<file path="config.mk">
export PLATFORM = sky130hd
export DESIGN_NAME = asw_write_master
export DESIGN_NICKNAME = d
export VERILOG_FILES = /design/src/rtl/asw_pkg.sv /design/src/rtl/asw_rst_sync.sv /design/src/rtl/asw_phase_timer.sv /design/src/rtl/asw_seq.sv /design/src/rtl/asw_bus_drv.sv /design/src/rtl/asw_write_master.sv
export SDC_FILE = /design/constraint.sdc
export NUM_CORES = 1
export LEC_CHECK = 0
export BUFFER_PORTS_ARGS = -buffer_cell sky130_fd_sc_hd__buf_2
export CAP_MARGIN = 20
export CORE_ASPECT_RATIO = 1.75
export CORE_MARGIN = 4
export CORE_UTILIZATION = 48
export DETAILED_ROUTE_END_ITERATION = 10
export GPL_TIMING_DRIVEN = 0
export HOLD_SLACK_MARGIN = 0.02
export PLACE_DENSITY = 0.78
export SETUP_SLACK_MARGIN = 0.3
export SYNTH_ARGS = -nofsm -noshare
export SYNTH_HDL_FRONTEND = slang
export SYNTH_SLANG_ARGS = --single-unit
</file>
<file path="constraint.sdc">
create_clock -name clk -period 1.5 [get_ports clk]
set_input_delay 0 -clock clk [delete_from_list [all_inputs] [get_ports clk]]
set_output_delay 0 -clock clk [all_outputs]
set_load 0.02 [all_outputs]
</file>
<file path="src/rtl/asw_pkg.sv">
`timescale 1ns/1ps
package asw_pkg;

  typedef enum logic [2:0] {
    PH_IDLE  = 3'd0,
    PH_LEAD  = 3'd1,
    PH_BOTH  = 3'd2,
    PH_TAIL  = 3'd3,
    PH_RECOV = 3'd4
  } phase_e;

  // Whole clock periods covering a nanosecond limit (ceiling)
  function automatic int unsigned ns_to_cyc(int unsigned ns, int unsigned clk_ns);
    return (ns + clk_ns - 1) / clk_ns;
  endfunction

  function automatic int unsigned umax(int unsigned a, int unsigned b);
    return (a > b) ? a : b;
  endfunction

  function automatic int unsigned usub(int unsigned a, int unsigned b);
    return (a > b) ? (a - b) : 0;
  endfunction

endpackage

</file>
<file path="src/rtl/asw_rst_sync.sv">
`timescale 1ns/1ps
module asw_rst_sync #(
  parameter int STAGES = 2
) (
  input  logic clk,
  input  logic rst_n,
  output logic rst_n_sync
);
  logic [STAGES-1:0] chain_q;
  logic [STAGES-1:0] chain_d;

  always_comb begin
    chain_d = {chain_q[STAGES-2:0], 1'b1};
  end

  always_ff @(posedge clk or negedge rst_n) begin
    if (!rst_n) chain_q <= '0;
    else        chain_q <= chain_d;
  end

  assign rst_n_sync = chain_q[STAGES-1];
endmodule

</file>
<file path="src/rtl/asw_phase_timer.sv">
`timescale 1ns/1ps
module asw_phase_timer #(
  parameter int CNT_W = 4
) (
  input  logic             clk,
  input  logic             rst_n,
  input  logic             load,
  input  logic [CNT_W-1:0] load_val,
  output logic             expire
);
  localparam logic [CNT_W-1:0] ONE = CNT_W'(1);

  logic [CNT_W-1:0] cnt_q;
  logic [CNT_W-1:0] cnt_d;
  logic             cnt_en;

  always_comb begin
    cnt_en = load || (cnt_q != '0);
    cnt_d  = load ? load_val : (cnt_q - ONE);
  end

  always_ff @(posedge clk or negedge rst_n) begin
    if (!rst_n)      cnt_q <= '0;
    else if (cnt_en) cnt_q <= cnt_d;
  end

  assign expire = (cnt_q == ONE);

  AST_LOAD_NONZERO: assert property (@(posedge clk) disable iff (!rst_n)
    load |-> (load_val != '0));

  AST_EXPIRE_COUNTS_DOWN: assert property (@(posedge clk) disable iff (!rst_n)
    (!load && (cnt_q > ONE)) |=> (cnt_q == $past(cnt_q) - ONE));
endmodule

</file>
<file path="src/rtl/asw_seq.sv">
`timescale 1ns/1ps
module asw_seq
  import asw_pkg::*;
#(
  parameter int CNT_W    = 4,
  parameter int LEAD_CYC = 1,
  parameter int ACT_WE   = 3,
  parameter int ACT_CE   = 3,
  parameter int HOLD_CYC = 1,
  parameter int REC_WE   = 0,
  parameter int REC_CE   = 0
) (
  input  logic   clk,
  input  logic   rst_n,
  input  logic   req,
  input  logic   req_ce_mode,
  output logic   accept,
  output phase_e phase_d,
  output logic   mode_d,
  output logic   ack
);
  localparam logic [CNT_W-1:0] LEAD_V   = CNT_W'(LEAD_CYC);
  localparam logic [CNT_W-1:0] ACT_WE_V = CNT_W'(ACT_WE);
  localparam logic [CNT_W-1:0] ACT_CE_V = CNT_W'(ACT_CE);
  localparam logic [CNT_W-1:0] HOLD_V   = CNT_W'(HOLD_CYC);
  localparam logic [CNT_W-1:0] REC_WE_V = CNT_W'(REC_WE);
  localparam logic [CNT_W-1:0] REC_CE_V = CNT_W'(REC_CE);

  phase_e           phase_q;
  logic             mode_q;
  logic             ack_q;
  logic             ack_d;
  logic             t_load;
  logic [CNT_W-1:0] t_val;
  logic             t_expire;
  logic [CNT_W-1:0] rec_val;

  asw_phase_timer #(.CNT_W(CNT_W)) u_timer (
    .clk      (clk),
    .rst_n    (rst_n),
    .load     (t_load),
    .load_val (t_val),
    .expire   (t_expire)
  );

  always_comb begin
    accept  = (phase_q == PH_IDLE) && req && !ack_q;
    rec_val = mode_q ? REC_CE_V : REC_WE_V;
    phase_d = phase_q;
    mode_d  = mode_q;
    ack_d   = 1'b0;
    t_load  = 1'b0;
    t_val   = '0;
    unique case (phase_q)
      PH_IDLE: begin
        if (accept) begin
          phase_d = PH_LEAD;
          mode_d  = req_ce_mode;
          t_load  = 1'b1;
          t_val   = LEAD_V;
        end
      end
      PH_LEAD: begin
        if (t_expire) begin
          phase_d = PH_BOTH;
          t_load  = 1'b1;
          t_val   = mode_q ? ACT_CE_V : ACT_WE_V;
        end
      end
      PH_BOTH: begin
        if (t_expire) begin
          phase_d = PH_TAIL;
          t_load  = 1'b1;
          t_val   = HOLD_V;
        end
      end
      PH_TAIL: begin
        if (t_expire) begin
          if (rec_val != '0) begin
            phase_d = PH_RECOV;
            t_load  = 1'b1;
            t_val   = rec_val;
          end else begin
            phase_d = PH_IDLE;
            ack_d   = 1'b1;
          end
        end
      end
      PH_RECOV: begin
        if (t_expire) begin
          phase_d = PH_IDLE;
          ack_d   = 1'b1;
        end
      end
      default: phase_d = PH_IDLE;
    endcase
  end

  always_ff @(posedge clk or negedge rst_n) begin
    if (!rst_n) begin
      phase_q <= PH_IDLE;
      mode_q  <= 1'b0;
      ack_q   <= 1'b0;
    end else begin
      phase_q <= phase_d;
      mode_q  <= mode_d;
      ack_q   <= ack_d;
    end
  end

  assign ack = ack_q;

  AST_ACK_SINGLE: assert property (@(posedge clk) disable iff (!rst_n)
    ack_q |=> !ack_q);

  AST_ACK_IN_IDLE: assert property (@(posedge clk) disable iff (!rst_n)
    ack_q |-> (phase_q == PH_IDLE));

  AST_MODE_FROZEN: assert property (@(posedge clk) disable iff (!rst_n)
    ((phase_q != PH_IDLE) && ($past(phase_q) != PH_IDLE)) |-> $stable(mode_q));
endmodule

</file>
<file path="src/rtl/asw_bus_drv.sv">
`timescale 1ns/1ps
module asw_bus_drv
  import asw_pkg::*;
#(
  parameter int AW = 15,
  parameter int DW = 8
) (
  input  logic          clk,
  input  logic          rst_n,
  input  logic          accept,
  input  logic [AW-1:0] req_addr,
  input  logic [DW-1:0] req_data,
  input  phase_e        phase_d,
  input  logic          mode_d,
  output logic          ce_n,
  output logic          we_n,
  output logic [AW-1:0] addr,
  output logic [DW-1:0] dout,
  output logic          dout_en
);
  logic          ce_n_q, we_n_q, en_q;
  logic          ce_n_d, we_n_d, en_d;
  logic [AW-1:0] addr_q;
  logic [DW-1:0] data_q;

  always_comb begin
    ce_n_d = 1'b1;
    we_n_d = 1'b1;
    unique case (phase_d)
      PH_LEAD, PH_TAIL: begin
        // only the non-pulsing strobe is low
        ce_n_d = mode_d;
        we_n_d = ~mode_d;
      end
      PH_BOTH: begin
        ce_n_d = 1'b0;
        we_n_d = 1'b0;
      end
      default: ;
    endcase
    en_d = (phase_d == PH_LEAD) || (phase_d == PH_BOTH) || (phase_d == PH_TAIL);
  end

  always_ff @(posedge clk or negedge rst_n) begin
    if (!rst_n) begin
      ce_n_q <= 1'b1;
      we_n_q <= 1'b1;
      en_q   <= 1'b0;
    end else begin
      ce_n_q <= ce_n_d;
      we_n_q <= we_n_d;
      en_q   <= en_d;
    end
  end

  always_ff @(posedge clk or negedge rst_n) begin
    if (!rst_n) begin
      addr_q <= '0;
      data_q <= '0;
    end else if (accept) begin
      addr_q <= req_addr;
      data_q <= req_data;
    end
  end

  assign ce_n    = ce_n_q;
  assign we_n    = we_n_q;
  assign dout_en = en_q;
  assign addr    = addr_q;
  assign dout    = data_q;

  AST_NO_JOINT_EDGE: assert property (@(posedge clk) disable iff (!rst_n)
    !$stable(ce_n_q) |-> $stable(we_n_q));

  AST_DRIVE_COVERS_STROBE: assert property (@(posedge clk) disable iff (!rst_n)
    (!ce_n_q || !we_n_q) |-> en_q);

  AST_ADDR_STABLE: assert property (@(posedge clk) disable iff (!rst_n)
    (en_q && $past(en_q)) |-> $stable(addr_q));

  AST_DATA_STABLE: assert property (@(posedge clk) disable iff (!rst_n)
    (en_q && $past(en_q)) |-> $stable(data_q));
endmodule

</file>
<file path="src/rtl/asw_write_master.sv">
`timescale 1ns/1ps
module asw_write_master
  import asw_pkg::*;
#(
  parameter int AW          = 15,
  parameter int DW          = 8,
  parameter int CLK_NS      = 20,
  parameter int T_CYCLE_NS  = 70,
  parameter int T_LEAD_NS   = 0,
  parameter int T_WE_PW_NS  = 50,
  parameter int T_CE_PW_NS  = 55,
  parameter int T_DSU_NS    = 30,
  parameter int T_DHOLD_NS  = 5,
  parameter int T_ASU_NS    = 60,
  parameter int T_AHOLD_NS  = 0
) (
  input  logic          clk,
  input  logic          rst_n,
  input  logic          req,
  input  logic          req_ce_mode,
  input  logic [AW-1:0] req_addr,
  input  logic [DW-1:0] req_data,
  output logic          ack,
  output logic          sram_ce_n,
  output logic          sram_we_n,
  output logic          sram_oe_n,
  output logic [AW-1:0] sram_addr,
  output logic [DW-1:0] sram_dout,
  output logic          sram_dout_en
);
  localparam int unsigned C_LEAD = ns_to_cyc(T_LEAD_NS,  CLK_NS);
  localparam int unsigned C_WPW  = ns_to_cyc(T_WE_PW_NS, CLK_NS);
  localparam int unsigned C_CPW  = ns_to_cyc(T_CE_PW_NS, CLK_NS);
  localparam int unsigned C_DSU  = ns_to_cyc(T_DSU_NS,   CLK_NS);
  localparam int unsigned C_DH   = ns_to_cyc(T_DHOLD_NS, CLK_NS);
  localparam int unsigned C_ASU  = ns_to_cyc(T_ASU_NS,   CLK_NS);
  localparam int unsigned C_AH   = ns_to_cyc(T_AHOLD_NS, CLK_NS);
  localparam int unsigned C_CYC  = ns_to_cyc(T_CYCLE_NS, CLK_NS);

  localparam int unsigned LEAD   = umax(1, C_LEAD);
  localparam int unsigned SU_MIN = umax(1, umax(usub(C_ASU, LEAD), usub(C_DSU, LEAD)));
  localparam int unsigned ACT_WE = umax(C_WPW, SU_MIN);
  localparam int unsigned ACT_CE = umax(C_CPW, SU_MIN);
  localparam int unsigned HOLD   = umax(1, umax(C_DH, C_AH));
  localparam int unsigned REC_WE = usub(C_CYC, LEAD + ACT_WE + HOLD);
  localparam int unsigned REC_CE = usub(C_CYC, LEAD + ACT_CE + HOLD);
  localparam int unsigned MAXC   = umax(umax(LEAD, HOLD),
                                        umax(umax(ACT_WE, ACT_CE), umax(REC_WE, REC_CE)));
  localparam int          CNT_W  = $clog2(MAXC + 1) + 1;

  logic   rst_n_s;
  logic   accept;
  phase_e phase_d;
  logic   mode_d;

  asw_rst_sync #(.STAGES(2)) u_rst (
    .clk        (clk),
    .rst_n      (rst_n),
    .rst_n_sync (rst_n_s)
  );

  asw_seq #(
    .CNT_W    (CNT_W),
    .LEAD_CYC (int'(LEAD)),
    .ACT_WE   (int'(ACT_WE)),
    .ACT_CE   (int'(ACT_CE)),
    .HOLD_CYC (int'(HOLD)),
    .REC_WE   (int'(REC_WE)),
    .REC_CE   (int'(REC_CE))
  ) u_seq (
    .clk         (clk),
    .rst_n       (rst_n_s),
    .req         (req),
    .req_ce_mode (req_ce_mode),
    .accept      (accept),
    .phase_d     (phase_d),
    .mode_d      (mode_d),
    .ack         (ack)
  );

  asw_bus_drv #(.AW(AW), .DW(DW)) u_drv (
    .clk      (clk),
    .rst_n    (rst_n_s),
    .accept   (accept),
    .req_addr (req_addr),
    .req_data (req_data),
    .phase_d  (phase_d),
    .mode_d   (mode_d),
    .ce_n     (sram_ce_n),
    .we_n     (sram_we_n),
    .addr     (sram_addr),
    .dout     (sram_dout),
    .dout_en  (sram_dout_en)
  );

  assign sram_oe_n = 1'b1;

  AST_DRIVE_DROPS_WITH_TRAIL: assert property (@(posedge clk) disable iff (!rst_n_s)
    $fell(sram_dout_en) |-> (sram_ce_n && sram_we_n));

  AST_ACK_AFTER_RELEASE: assert property (@(posedge clk) disable iff (!rst_n_s)
    ack |-> (sram_ce_n && sram_we_n && !sram_dout_en));
endmodule

</file>
==> results.toml, run 1 <==
[status]
outcome = "complete, no violations"

[synthesis]
ys_ff_latch = 36
synthesis.area_mm2 = 0.001536
yosysTopAreaCellShare_pct = 55.37
synth_top_area_cell = "dfrtp_1"
synth.area.top_cells = "dfrtp_1, nand2_1, dfstp_2, ha_1, buf_6"
syn_avg_cell_area_um2 = 9.484
syn_inst = 162
yosysWarnings = 0
synth-seq-area-share_pct = 58.79
synthDistinctLibCells = 29

[floorplanning]
rows = 26
start_util_pct = 51.34
die_h_um = 82.85
core-area_mm2 = 0.002993
die_w_um = 50.77
die_area_mm2 = 0.004206
io_pins = 55

[pwr]
power.density_mw_per_mm2 = 2081
p_leak_nw = 1.335
ir_drop_mv = 1.484

[cts]
clockBufferDepth = 2
numClockSinks = 36
cts-htree-levels = 2
cts_buffers = 5
cts_tree = "done"
cts_root_buffer = "clkbuf_8"
clock_latency_ns = 0.29
clk_pin_slew_ns = 0.07

[placed_design]
dp.final_hpwl_mm = 2.504
gp_congestion = 0.8325
place_ws_ns = -0.007682
port_buffers = 53

[sta]
fmax_mhz = 736.4
grt_setup_unrepaired = "true"
maxSlewViolCount = 0
period_minus_slack_ns = 1.358
setup_slack_ns = 0.1420
setup_violations = 0
hold_viol_final = 0
worst_pin_slew_ns = 0.7841
post-route-period-util_pct = 90.54
relSlewSlack_pct = 47.73
clock_skew_ns = 0.007843

[setup_path]
start_kind = "flop"
cpLargestDelayFamily = "simple AND/OR/NAND/NOR gates"
required_ns = 1.67
worstPathMaxFanout = 5
cp-end-kind = "flop"
path_cells = "ha_4, buf_4, nand2b_4, nor3_4, or3_4"
regToRegStartpoint = "u_seq.u_timer.cnt_q[0]$_DFFE_PN0P_"
cp_num_buf_inv = 1
worstSetupPathType = "flop to flop"
crit_slowest_cell = "dfrtp_1"
cp_slowest_stage_delay_ns = 0.42
cp.arrival_ns = 1.53
crit_start = "u_seq.u_timer.cnt_q[0]$_DFFE_PN0P_"

[route]
drt-wirelength-per-cell_um = 16.74
dr.pass1.iters = 4
vias_per_cell = 5.097
drc = 0
dr.first_iter.drc_count = 44
routed_wl_mm = 5.157
ant_nets = 0
num_vias = 1570

[finish]
nNetsFinal = 295
final_util_pct = 85.24
mostFrequentLayoutCell = "buf_2"
drive_gt1_share_pct = 49.43
ff_latch_area_um2 = 903.4
multi_input_area_um2 = 729.5
syn_to_final_growth_pct = 66.04
n_fill_cell = 147
mostFrequentLayoutCells = "buf_2, nand2_1, dfrtp_1, nand2_2, dlygate4sd3_1"

[global_routing]
grt_overflow_total = 0
antenna_found_initial = 1
grt_pass1_wl_mm = 7.810
grt_pass1_vias = 1699
grtUsageTotal_pct = 24.45
grt_max_degree = 19

[min_path]
worstHoldPathType = "input pin to flop"
hp-start = "req"

[run]
cap_violations = 0
## per-stage QoR
step / hold slack, ns / instance area [µm²] / setup TNS (ns) / cells / power, mW
final: 0.1884 / 2551 / 0 / 308 / 5.310
after global routing: 0.1950 / 2551 / 0 / 308 / 5.609
after CTS: 0.1744 / 2434 / 0 / 301 / 4.885
after detailed placement: -0.2132 / 1937 / -0.007682 / 259 / 3.823
after global placement: -0.2142 / 1909 / 0 / 258 / 3.763
after floorplan: -0.2956 / 1592 / 0 / 163 / 3.202
## repair_timing
action	CTS	global route
endpoints found under the hold margin	28	0
setup buffers	7	6
pin swaps	22	13
hold buffers	26	0
gates resized for setup	25	24
gates cloned	2	0
setup endpoints to repair	31	33
## worst reg2reg max path: cells and delay by family, from the launching register on
kind	cells	cell delay, ns
flops	1	0.42
fa+ha+maj	1	0.17
buf+inv	1	0.13
simple gates	3	0.52
## layout make-up
cell class	count	area share, %
buffer	8	2.501
tap	42	2.060
sequential	36	35.41
clock buffer	7	3.776
multi-input combinational	113	28.59
inverter	6	0.8828
timing repair buffer	95	26.68
antenna	1	0.09809
## synthesized netlist by cell type
library cell / count
o221a_2: 1
buf_2: 3
a31oi_1: 1
a21oi_1: 2
dfstp_2: 2
ha_1: 3
nor3_1: 3
nor2_1: 5
a211oi_1: 1
clkbuf_1: 1
nand3b_1: 1
nor4_4: 1
o21a_1: 1
a41oi_1: 1
o21ai_0: 3
or3_2: 1
conb_1: 1
xnor2_1: 3
nand4_1: 1
nand2_1: 74
mux2i_1: 2
inv_1: 6
nand3_1: 2
o211ai_1: 1
dfrtp_1: 34
nand2b_1: 3
buf_6: 3
buf_4: 1
nor2b_1: 1
## path summary, 6_finish.rpt
kind / end / slack [ns] / cells after the start
max: u_seq.u_timer.cnt_q[0]$_DFFE_PN0P_ / 0.14 / 5
min: u_drv.dout_en$_DFF_PN0_ / 0.19 / 5
max reg2reg: u_seq.u_timer.cnt_q[0]$_DFFE_PN0P_ / 0.14 / 5
min reg2reg: u_seq.phase_q[0]$_DFF_PN0_ / 0.32 / 0
max in group asynchronous: u_drv.we_n$_DFF_PN1_ / 0.53 / 1
min in group asynchronous: u_seq.phase_q[0]$_DFF_PN0_ / 0.32 / 0
## flip-flops by register name, indices dropped and copies added, names as in the netlist
register / count
u_drv.addr: 15
u_drv.ce_n: 1
u_drv.dout: 8
u_drv.dout_en: 1
u_drv.we_n: 1
u_rst.chain_q: 2
u_seq.ack: 1
u_seq.mode_q: 1
u_seq.phase_q: 3
u_seq.u_timer.cnt_q: 3
## power breakdown
part           internal, mW  switching (mW)  leakage [nW]
clock                 0.409           0.333        0.0503
sequential             1.41           0.283         0.442
combinational          1.23            1.65         0.843
## routing by layer
metal | routed length, µm | up-vias | global-route usage [%]
li1 | - | 714 | -
met1 | 1632 | 768 | 24.70
met2 | 3055 | 64 | 43.10
met3 | 204 | 24 | 5.018
met4 | 266 | 0 | 16.42
met5 | 0 | - | 0
## cell families after synthesis
family	Yosys count	synth area share [%]
flip-flops	36	58.80
AO/OA/AOI/OAI	11	4.805
other	1	0.2441
multiplexers	2	1.303
buffers and inverters	14	5.374
adder cells (fa/ha/maj)	3	2.443
XOR/XNOR	3	1.710
AND/OR/NAND/NOR	92	25.33
No activity file was read; power rests on OpenSTA's default activity.
==> run 2, diff against run 1 <==
CORE_UTILIZATION = 52   (was 48)
PLACE_DENSITY = 0.83   (was 0.78)
RECOVER_POWER = 100   (was default)
clock period = 1.64 ns   (was 1.5 ns; I/O delays follow)
==> run 2 against run 1 <==
  * Clock power decreased by 21%
  * Register-to-register slack is essentially flat
  * Hold slack lost 0.0058 ns
  * Global-route usage is 0.19 points lower
  * Critical endpoint is now u_drv.we_n$_DFF_PN1_
  * Die area is 6.7% lower
  * Core utilization increased by 4.2 points
  * Wire length up 21%
  * Sequential power fell by 6%
  * Clock skew shrank 0.0044 ns
  * Final area shrank 2.5%
  * Final cell count shrank 4.2%
  * Critical path type unchanged
  * Largest cell class unchanged
  * Largest power group unchanged
==> results.toml, run 2 (synthesis results as in run 1) <==
[cts]
cts_root_buffer = "clkbuf_8"
clockBufferDepth = 2
clock_latency_ns = 0.29
clk_pin_slew_ns = 0.07
numClockSinks = 36
cts-htree-levels = 2
cts_buffers = 5
cts_tree = "done"

[placed_design]
port_buffers = 53
gp_congestion = 0.7942
dp.final_hpwl_mm = 2.522

[global_routing]
grtUsageTotal_pct = 24.26
grt_pass1_wl_mm = 7.141
antenna_found_initial = 0
grt_max_degree = 22
grt_pass1_vias = 1570
grt_overflow_total = 0

[route]
wl_met3_um = 403
top_layer_used = "met4"
routed_wl_mm = 6.248
drt-wirelength-per-cell_um = 21.18
dr.first_iter.drc_count = 83
dr_wl_met2_mm = 3.390
ant_nets = 0
wl_met1_mm = 2.084
num_vias = 1708
dr.pass1.iters = 4
drc = 0
vias_per_cell = 5.790

[sta]
worst_pin_slew_ns = 0.6058
post-route-period-util_pct = 91.24
setup_violations = 0
clock_skew_ns = 0.003440
maxSlewViolCount = 0
grt_setup_unrepaired = "true"
fin_setup_tns_ns = 0
fmax_mhz = 668.3
whs_ns = 0.1826
relSlewSlack_pct = 59.61
period_minus_slack_ns = 1.496
hold_viol_final = 0

[finish]
largest_reg_flops = 15
syn_to_final_growth_pct = 61.97
drive_gt1_share_pct = 32.84
n_fill_cell = 122
mostFrequentLayoutCells = "nand2_1, dfrtp_1, clkbuf_1, buf_2, dlygate4sd3_1"
diodes = 0
final_util_pct = 89.39
mostFrequentLayoutCell = "nand2_1"
nNetsFinal = 298

[status]
outcome = "complete, no violations"

[setup_path]
cp_num_buf_inv = 1
regToRegStartpoint = "u_seq.u_timer.cnt_q[1]$_DFFE_PN0P_"
cp_slowest_stage_delay_ns = 0.38
start_kind = "flop"
cp-end-kind = "flop"
cpLargestDelayFamily = "flip-flops"
worstPathMaxFanout = 6
cp.arrival_ns = 1.69
worstSetupPathType = "flop to flop"
path_cells = "inv_1, ha_1, nor2b_4, nand2_2, o221a_2, o21ai_0"
required_ns = 1.84
timing.rr.end = "u_drv.we_n$_DFF_PN1_"
r2r_slack_ns = 0.14
crit_start = "u_seq.u_timer.cnt_q[1]$_DFFE_PN0P_"
crit_slowest_cell = "dfrtp_1"
worst-r2r-cell-count = 6

[run]
cap_violations = 0

[pwr]
p_sw_share_pct = 44.87
power.density_mw_per_mm2 = 1930
p_seq_share_pct = 33.2
p_leak_nw = 1.264
p_sw_mw = 2.155
comb_power_share_pct = 54.6
ir_drop_mv = 1.129
p_clk_share_pct = 12.2
intPower_mw = 2.648
power.total_mw = 4.803

[floorplanning]
start_util_pct = 55.19
die_h_um = 79.91
core-area_mm2 = 0.002784
die_w_um = 49.09
rows = 25
io_pins = 55
die_area_mm2 = 0.003923

[min_path]
hp-start = "req"
worstHoldPathType = "input pin to flop"
holdPathEnd = "u_drv.ce_n$_DFF_PN1_"
hold_path_depth = 4
==> run 2: cell types whose count changed in the layout (fill, tap and decap cells not counted), sizes merged <==
cell    before  now
clkbuf       8   40
diode        1    0
buf         76   46
clkinv       0    1
==> run 2: layout make-up <==
class	count	area [µm²]	area share, %
buffer	8	91.34	3.670
clock buffer	6	72.57	2.916
clock inverter	1	5.005	0.2011
inverter	6	22.52	0.9050
multi-input combinational	113	670.6	26.95
sequential	36	904.6	36.35
tap	27	33.78	1.357
timing repair buffer	98	688.2	27.65
==> run 2: worst min-delay path, stage by stage <==
cell,delay (ns)
buf_2,0.12
nand2b_4,0.09
a21oi_1,0.12
nand4_1,0.11
==> run 2: per-stage QoR <==
| step | area, µm² | setup WS, ns | std cells |
|---|---|---|---|
| floorplan | 1551 | 0.3038 | 163 |
| global placement | 1851 | 0.1306 | 243 |
| detailed placement | 1878 | 0.1433 | 244 |
| CTS | 2336 | 0.2854 | 285 |
| global route | 2489 | 0.1010 | 295 |
| finish | 2489 | 0.1437 | 295 |
==> run 2: per-layer routing <==
layer,up-vias,GRT usage (%)
li1,715,-
met5,-,0
met3,37,5.234
met4,0,12.54
met1,836,23.58
met2,120,46.37
==> run 2: repair_timing <==
item | in CTS | in global routing
hold buffers | 26 | 0
setup buffers | 8 | 6
cloned | 0 | 4
pin swaps | 2 | 21
resized for setup | 17 | 30
endpoints found under the setup margin | 31 | 25
hold endpoints to repair | 28 | 0
==> run 2: worst max-delay path by stage <==
stage                                               endpoint  slack, ns  depth (start not counted)
after floorplan           u_seq.u_timer.cnt_q[0]$_DFFE_PN0P_       0.30                          4
after global placement            u_drv.addr[11]$_DFFE_PN0P_       0.13                          5
after detailed placement          u_drv.addr[11]$_DFFE_PN0P_       0.14                          5
after CTS                               u_drv.we_n$_DFF_PN1_       0.29                          6
after global routing                    u_drv.we_n$_DFF_PN1_       0.10                          6
final                                   u_drv.we_n$_DFF_PN1_       0.14                          6
==> run 2: power by group through the flow <==
stage                     Sequential, mW  Combinational (mW)  Clock (mW)
after floorplan                     1.88               0.941           0
after global placement              1.50                1.82           0
after detailed placement            1.51                1.88           0
after CTS                           1.51                2.16       0.591
after global routing                1.63                2.79       0.628
final                               1.59                2.62       0.588
